## config.mk

```make
export PLATFORM = sky130hd
export DESIGN_NAME = serial_audio_rx
export DESIGN_NICKNAME = d
export VERILOG_FILES = /design/src/rtl/sarx_pkg.sv /design/src/rtl/sarx_edge_sync.sv /design/src/rtl/sarx_half_collect.sv /design/src/rtl/sarx_frame_pair.sv /design/src/rtl/serial_audio_rx.sv
export SDC_FILE = /design/constraint.sdc
export NUM_CORES = 1
export LEC_CHECK = 0
export ABC_AREA = 1
export BUFFER_PORTS_ARGS = -buffer_cell sky130_fd_sc_hd__clkbuf_2
export CORE_MARGIN = 2
export CORE_UTILIZATION = 28
export DETAILED_ROUTE_END_ITERATION = 12
export PLACE_DENSITY = 0.41
export SETUP_SLACK_MARGIN = 0.2
export SLEW_MARGIN = 20
export SYNTH_ARGS = -nofsm -noshare
export SYNTH_HDL_FRONTEND = slang
export SYNTH_SLANG_ARGS = --single-unit
export TNS_END_PERCENT = 20
```

## constraint.sdc

```tcl
create_clock -name clk -period 5.6 [get_ports clk]
set_input_delay 0 -clock clk [delete_from_list [all_inputs] [get_ports clk]]
set_output_delay 0 -clock clk [all_outputs]
set_load 0.02 [all_outputs]
```

## src/rtl/sarx_pkg.sv

```systemverilog
package sarx_pkg;
  parameter int SAMPLE_W    = 24;
  parameter int CNT_W       = 8;
  parameter int RJ_LEN      = 20;
  parameter int I2S_LEN     = 24;
  parameter int SHORT_LEN   = 16;
  parameter int SYNC_STAGES = 2;

  typedef logic [SAMPLE_W-1:0] sample_t;
  typedef logic [CNT_W-1:0]    count_t;

  typedef struct packed {
    logic    lvl;
    count_t  cnt;
    sample_t raw;
  } half_t;

  function automatic count_t active_len(logic fmt_i2s, logic short_mode);
    if (short_mode) return count_t'(SHORT_LEN);
    return fmt_i2s ? count_t'(I2S_LEN) : count_t'(RJ_LEN);
  endfunction

  function automatic sample_t align_word(sample_t raw, count_t len);
    return raw << (count_t'(SAMPLE_W) - len);
  endfunction

  function automatic logic is_left(logic fmt_i2s, logic lvl);
    return fmt_i2s ? ~lvl : lvl;
  endfunction

  function automatic count_t sat_inc(count_t c);
    return (c == '1) ? c : c + 1'b1;
  endfunction
endpackage

```

## src/rtl/sarx_edge_sync.sv

```systemverilog
module sarx_edge_sync #(
  parameter int STAGES = 2
) (
  input  logic clk,
  input  logic rst_n,
  input  logic bclk_i,
  input  logic lrck_i,
  input  logic sdata_i,
  output logic bit_stb,
  output logic bit_val,
  output logic ws_val
);
  logic [STAGES-1:0][2:0] pipe;
  logic [2:0]             synced;
  logic                   bclk_q;

  assign synced = pipe[STAGES-1];

  always_ff @(posedge clk or negedge rst_n) begin
    if (!rst_n) begin
      pipe   <= '0;
      bclk_q <= 1'b0;
    end else begin
      pipe   <= {pipe[STAGES-2:0], {bclk_i, lrck_i, sdata_i}};
      bclk_q <= synced[2];
    end
  end

  assign bit_stb = synced[2] & ~bclk_q;
  assign ws_val  = synced[1];
  assign bit_val = synced[0];
endmodule

```

## src/rtl/sarx_half_collect.sv

```systemverilog
module sarx_half_collect
  import sarx_pkg::*;
(
  input  logic  clk,
  input  logic  rst_n,
  input  logic  fmt_i2s,
  input  logic  bit_stb,
  input  logic  bit_val,
  input  logic  ws_val,
  output logic  half_done,
  output half_t half
);
  logic    ws_d, eff_prev, armed;
  logic [1:0] warm;
  count_t  cnt;
  sample_t sreg;
  logic    ws_eff, edge_seen, keep_bit;

  always_comb begin
    ws_eff    = fmt_i2s ? ws_d : ws_val;
    edge_seen = (warm == 2'd2) && (ws_eff != eff_prev);
    keep_bit  = !fmt_i2s || (cnt < count_t'(I2S_LEN));
  end

  always_ff @(posedge clk or negedge rst_n) begin
    if (!rst_n) begin
      ws_d      <= 1'b0;
      eff_prev  <= 1'b0;
      armed     <= 1'b0;
      warm      <= 2'd0;
      cnt       <= '0;
      sreg      <= '0;
      half_done <= 1'b0;
      half      <= '0;
    end else begin
      half_done <= 1'b0;
      if (bit_stb) begin
        ws_d     <= ws_val;
        eff_prev <= ws_eff;
        if (warm != 2'd2) warm <= warm + 2'd1;
        if (edge_seen) begin
          half_done <= armed;
          half      <= '{lvl: eff_prev, cnt: cnt, raw: sreg};
          armed     <= 1'b1;
          cnt       <= count_t'(1);
          sreg      <= {{(SAMPLE_W-1){1'b0}}, bit_val};
        end else begin
          cnt <= sat_inc(cnt);
          if (keep_bit) sreg <= {sreg[SAMPLE_W-2:0], bit_val};
        end
      end
    end
  end
endmodule

```

## src/rtl/sarx_frame_pair.sv

```systemverilog
module sarx_frame_pair
  import sarx_pkg::*;
(
  input  logic    clk,
  input  logic    rst_n,
  input  logic    fmt_i2s,
  input  logic    half_done,
  input  half_t   half,
  output logic    pair_done,
  output sample_t left_o,
  output sample_t right_o,
  output logic    valid_o,
  output logic    frame_err_o,
  output logic    short16_o,
  output count_t  half_bits_o
);
  logic   have_left, cur_left, short_mode, long_enough;
  half_t  left_hold;
  count_t len;

  always_comb begin
    cur_left    = is_left(fmt_i2s, half.lvl);
    short_mode  = (left_hold.cnt == count_t'(SHORT_LEN)) &&
                  (half.cnt == count_t'(SHORT_LEN));
    len         = active_len(fmt_i2s, short_mode);
    long_enough = (left_hold.cnt >= len) && (half.cnt >= len);
    pair_done   = half_done && !cur_left && have_left;
  end

  always_ff @(posedge clk or negedge rst_n) begin
    if (!rst_n) begin
      have_left   <= 1'b0;
      left_hold   <= '0;
      left_o      <= '0;
      right_o     <= '0;
      valid_o     <= 1'b0;
      frame_err_o <= 1'b0;
      short16_o   <= 1'b0;
      half_bits_o <= '0;
    end else begin
      valid_o     <= 1'b0;
      frame_err_o <= 1'b0;
      if (half_done) begin
        half_bits_o <= half.cnt;
        if (cur_left) begin
          left_hold <= half;
          have_left <= 1'b1;
        end else begin
          have_left <= 1'b0;
        end
      end
      if (pair_done) begin
        if (long_enough) begin
          valid_o   <= 1'b1;
          left_o    <= align_word(left_hold.raw, len);
          right_o   <= align_word(half.raw, len);
          short16_o <= short_mode;
        end else begin
          frame_err_o <= 1'b1;
        end
      end
    end
  end
endmodule

```

## src/rtl/serial_audio_rx.sv

```systemverilog
module serial_audio_rx
  import sarx_pkg::*;
(
  input  logic                clk,
  input  logic                rst_n,
  input  logic                fmt_i2s_i,
  input  logic                bclk_i,
  input  logic                lrck_i,
  input  logic                sdata_i,
  output logic [SAMPLE_W-1:0] left_o,
  output logic [SAMPLE_W-1:0] right_o,
  output logic                valid_o,
  output logic                frame_err_o,
  output logic                short16_o,
  output logic [CNT_W-1:0]    half_bits_o
);
  logic  bit_stb, bit_val, ws_val;
  logic  half_done, pair_done;
  half_t half;

  sarx_edge_sync #(.STAGES(SYNC_STAGES)) u_sync (
    .clk(clk), .rst_n(rst_n), .bclk_i(bclk_i), .lrck_i(lrck_i),
    .sdata_i(sdata_i), .bit_stb(bit_stb), .bit_val(bit_val), .ws_val(ws_val)
  );

  sarx_half_collect u_half (
    .clk(clk), .rst_n(rst_n), .fmt_i2s(fmt_i2s_i), .bit_stb(bit_stb),
    .bit_val(bit_val), .ws_val(ws_val), .half_done(half_done), .half(half)
  );

  sarx_frame_pair u_pair (
    .clk(clk), .rst_n(rst_n), .fmt_i2s(fmt_i2s_i), .half_done(half_done),
    .half(half), .pair_done(pair_done), .left_o(left_o), .right_o(right_o),
    .valid_o(valid_o), .frame_err_o(frame_err_o), .short16_o(short16_o),
    .half_bits_o(half_bits_o)
  );
endmodule

```

# == Yosys cells after proc, flatten, opt, wreduce, memory -nomap -nowiden ==
# Index checks and enable logic that the tools add are counted.
# Widths: inputs -> output; s select.
# word_totals
regBits,170
in_bits,6
output_inout_bits,59
# op_classes
n_addsub,3
magnitude_cmp,3
n_eq_ne,7
n_shift,2
n_mux,17
bitwise,3
n_reduce_logical,15
# op_table
op,n
$mux 24,2
$shl 24x8->24,2
$mux 8,4
$eq 8x5->1 const B,2
$ge 8x8->1,2
$reduce_and 2->1,6
$mux 1,10
$add 8x1->8 const B,1
$eq 8x8->1 const B,1
$lt 8x5->1 const B,1
$sub 5x8->8 const A,1
$logic_and 1x1->1,5
$mux 4,1
$add 2x1->2 const B,1
$eq 2x2->1 const B,1
$logic_not 1->1,2
$ne 2x1->1 const B,1
$ne 2x2->1 const B,1
$not 1->1,2
$reduce_bool 2->1,1
$and 1x1->1,1
$logic_or 1x1->1,1
$ne 1x1->1,1

# == Longest topological paths before layout ==
# logic_depth
word_depth,8
depth_mapped,19
mapped_depth_nobuf,17

# == Modules after synthesis ==
# A second synthesis with hierarchy kept.
# unflattened
hier_cells,1051
area_unflattened_um2,8257.9
# modules_own_cells
mod,n_inst,cells_each,area_each_um2
sarx_frame_pair,1,688,5028.6
sarx_half_collect,1,354,3044.2
sarx_edge_sync,1,9,185.2

# == Worst setup path before layout ==
# No wires, ideal clock.
# synth_path
kind,register to register
startpoint,"register, netlist name u_half.half[31]"
endpoint,register u_pair.right_o[3]
setup_time_ps,132
t_arrival_ps,2334
path_slack_ps,3134
stages_incl_launch_ff,19
path_buffers,2
path_cell_list,dfrtp_1 nor2_1 nand2_1 nor2_1 nand2_1 nand2_1 buf_2 inv_1 ha_1 nand2_1 nor3_1 nand2_1 nand3_1 nand2_1 inv_1 nand2_1 clkbuf_1 nand2_1 o21ai_0
# synth_between
elab_chain_len,7
# synth_lines
item,line,rtl
branches (longest 7 deep; another with $sub 5x8->8),n/a,
"end signal, assigned",sarx_frame_pair.sv:56,"right_o <= align_word(half.raw, len);"
"end, declared",sarx_frame_pair.sv:11,"output sample_t right_o,"
# Parallel ways; which one is timed is not known.
# A chain may end at the register's enable or synchronous reset.

# == Worst setup path after layout ==
# layout_path
startpoint,"register, netlist name u_half.half[29]"
endpoint,register u_pair.left_o[21]
# layout_between
elab_chain_len,7
# layout_lines
item,line,rtl
branches (longest 7 deep; another with $sub 5x8->8),n/a,
"end signal, assigned",sarx_frame_pair.sv:55,"left_o <= align_word(left_hold.raw, len);"
"end, declared",sarx_frame_pair.sv:10,"output sample_t left_o,"
# Parallel ways; which one is timed is not known.

==> impl_results.md <==
- Status: complete, no violations
- Final setup viols: 0
- Global-route wire length before repair: 35700 µm
- Final Hold Fails: 0
- VDD IR-drop max: 0.177 mV
- GRT Util Overall: 0.149
- Clock skew: 0.0123 ns
- Worst min path class: input port to flop
- Total power per unit cell area: 358 nW/µm²
- Core Box Area: 28500 µm²
- Synth Net Count: 1012
- Number of I/O pins: 65
- Hold buffer count at CTS: 4
- Maximum clock path buffer count: 2
- Post-synthesis async set-or-reset flop share: 1.00
- Crit path cell chain: nor2_1, nand2_1, nor2_1, nand2_1, buf_4, nand2_1, inv_1, ha_1, buf_4, clkinv_1, nand3_1, nand3_1, nand2_1
- Fin Setup TNS: 0 ns
- Initial Utilization: 0.283
- Critical Path RT: 5.97 ns
- Number of diodes: 0
- Initial antenna violation count: 0
- Pleak: 4.63 nW
- Post-route ant nets: 0
- Synth top area share: 0.527
- CP max FO: 45
- Post-synth EDFFs: 0
- Clk slew on worst S/H paths: 0.07 ns
- Slowest stage cell, crit path: clkinv_1
- Reg area: 4250 µm²
- Worst setup EP type: flop
- Share of cells above drive strength 1: 0.141
- Startpoint Class: flop
- Fmax: 0.272 GHz
- Final worst-path cycle share: 0.656
- RSZ-0062 raised after global routing: false
- Area contributors post-synth: dfrtp_1 53%, nand2_1 13%, nand3_1 9.5%
- Die height: 174 µm
- DIE WIDTH: 174 µm
- Inst Count DP: 1394
- Max Cap Violations: 0
- Sequential area share after synthesis: 0.527
- Worst path most repeated cell: nand2_1
- Cts repair resizes: 0
- Initial DRC Count: 566
- Final-stage net count: 1047
- Postcts setup bufs: 0
- Max transition margin: 0.287
- Post-Synthesis Cells: 999
- Total Routed Length: 21400 µm
- Dpl hpwl: 14300 µm
- Worst-Skew Late Latency: 0.44 ns
- Gr ovfl total: 0
- Port Buffers: 64
- Pwr Total: 0.00334 W
- Largest area contributor in the netlist: dfrtp_1
- 1st-pass router iterations: 5
- Multi-input logic area: 3170 µm²
- Via count: 6396
- Routability cong.: 0.757
- CP peak stage delay: 0.98 ns
- Residual DRC: 0
- Mapped cell area: 8070 µm²
- Via/cell ratio: 4.47
- Synth Flop Type: dfrtp_1
- P&R area growth vs syn: 15.4%
- CTS buffer count: 17
- Delay-heaviest family, CP: buffers and inverters
- H-tree depth: 4
- Non-filler cells, final: 1431
- Row count: 62
- Num Clock Sinks: 170
- Yosys reg bits: 170
- Area of the die: 30200 µm²
- CTS tree: done
- Most frequent cell after synthesis: nand2_1
- Synth cell types: 29
- Post-synth top cells: 286 x nand2_1, 170 x dfrtp_1, 153 x nand3_1
- Data arrival time of the worst path: 4.04 ns
- Root Buffer: clkbuf_16
- WP buf/inv: 4
- Synth Area per Inst: 8.08 µm²
- Least-Margin Pin Slew: 1.06 ns
- Synth Warn #: 0
- Pins Over Slew Limit: 0
- Crit path time final: 3.67 ns
- Setup CP Type: flop to flop
- Vias in the first global route: 6430
- Pin count of the biggest net entering global routing: 105
- Filler Cells Inserted: 3096
- Avg WL per Cell: 14.9 µm
## logic make-up (layout without fill, tap and decap cells)
logic type                 Yosys count  in the layout  share of synthesized area
AOI/OAI and AO/OA                  113            113                     0.0787
buffers and inverters              165            213                     0.0834
xor gates and xnor gates             5              5                    0.00542
and+or+nand+nor                    535            535                      0.289
muxes                                4              4                    0.00558
adders and majority gates            7              7                     0.0108
DFF                                170            170                      0.527
## sequential cells by signal (all words and copies together), names as in the netlist, 2 cells and up
| signal | cells |
|---|---|
| u_pair.left_hold | 32 |
| u_pair.right_o | 24 |
| u_pair.half_bits_o | 8 |
| u_sync.pipe | 3 |
| u_half.half | 33 |
| u_half.sreg | 24 |
| u_sync.synced | 3 |
| u_half.warm | 2 |
| u_half.cnt | 8 |
| u_pair.left_o | 24 |
## worst paths after layout
path | slack (ns) | depth (start not counted) | from | end
worst max-delay path | 1.93 | 13 | u_half.half[29]$_DFFE_PN0P_ | u_pair.left_o[21]$_DFFE_PN0P_
worst min register to register | 0.35 | 0 | u_sync.pipe[2]$_DFF_PN0_ | u_sync.synced[2]$_DFF_PN0_
min in group asynchronous | 0.21 | 2 | rst_n | u_pair.half_bits_o[1]$_DFFE_PN0P_
worst max register to register | 1.93 | 13 | u_half.half[29]$_DFFE_PN0P_ | u_pair.left_o[21]$_DFFE_PN0P_
max in group asynchronous | 3.98 | 3 | rst_n | u_half.sreg[9]$_DFFE_PN0P_
worst min-delay path | 0.08 | 5 | fmt_i2s_i | u_half.eff_prev$_DFFE_PN0P_
## cell usage in the layout, fill, tap and decap left out
master	n
nor2_4	1
nor3_1	3
inv_2	2
dfrtp_1	170
inv_1	102
buf_4	7
ha_1	7
nand3_2	17
xor2_1	5
mux2_2	4
clkbuf_16	17
clkinv_4	4
nand3_1	152
nand2_1	284
nand2_2	2
clkbuf_8	1
a21oi_1	10
clkinvlp_4	1
or2_2	1
nand4_1	1
nand3b_1	5
o21ai_0	82
dlygate4sd3_1	4
nor2_1	67
o21ai_2	15
inv_6	4
or2_1	1
o21bai_1	1
a21oi_4	1
clkbuf_2	63
inv_8	5
nand2_4	1
o21ai_1	4
clkinv_8	1
clkinv_1	1
buf_16	1
## worst register-to-register path, cell delays in order (launching register included)
cell and delay, ns:
dfrtp_1 0.41, nor2_1 0.11, nand2_1 0.07, nor2_1 0.11, nand2_1 0.07, buf_4 0.28
nand2_1 0.15, inv_1 0.09, ha_1 0.28, buf_4 0.41, clkinv_1 0.99, nand3_1 0.37
nand3_1 0.15, nand2_1 0.11
## final cells by class
| type | instances | share of cell area |
|---|---|---|
| tap | 384 | 0.0516 |
| inverter | 105 | 0.0423 |
| clock buffer | 17 | 0.0456 |
| timing repair buffer | 76 | 0.0482 |
| sequential | 170 | 0.456 |
| clock inverter | 15 | 0.0161 |
| multi-input combinational | 664 | 0.340 |
## layer usage
metal,global-route usage,share of wire,vias up,wire (µm)
li1,-,-,3259,-
met1,0.228,0.53,3014,11400
met2,0.211,0.42,103,9030
met3,0.0270,0.028,20,596
met4,0.0459,0.016,0,350
met5,0,0,-,0
## power breakdown
part | leakage [nW] | switching, W | internal (W)
Clock | 0.281 | 0.000576 | 0.000595
Sequential | 2.30 | 0.000117 | 0.00140
Combinational | 2.05 | 0.000448 | 0.000206
## metrics by stage
| step | area [µm²] | hold WS (ns) | setup WS (ns) | util |
|---|---|---|---|---|
| global route | 9320 | 0.129 | 1.46 | 0.326 |
| CTS | 9290 | 0.0666 | 1.95 | 0.325 |
| global placement | 8670 | 0.112 | 1.96 | 0.304 |
| finish | 9320 | 0.0800 | 1.93 | 0.326 |
| detailed placement | 8670 | 0.111 | 1.96 | 0.304 |
| floorplan | 8070 | -0.296 | 3.13 | - |
Note: power is estimated with default switching activity, not from simulation.
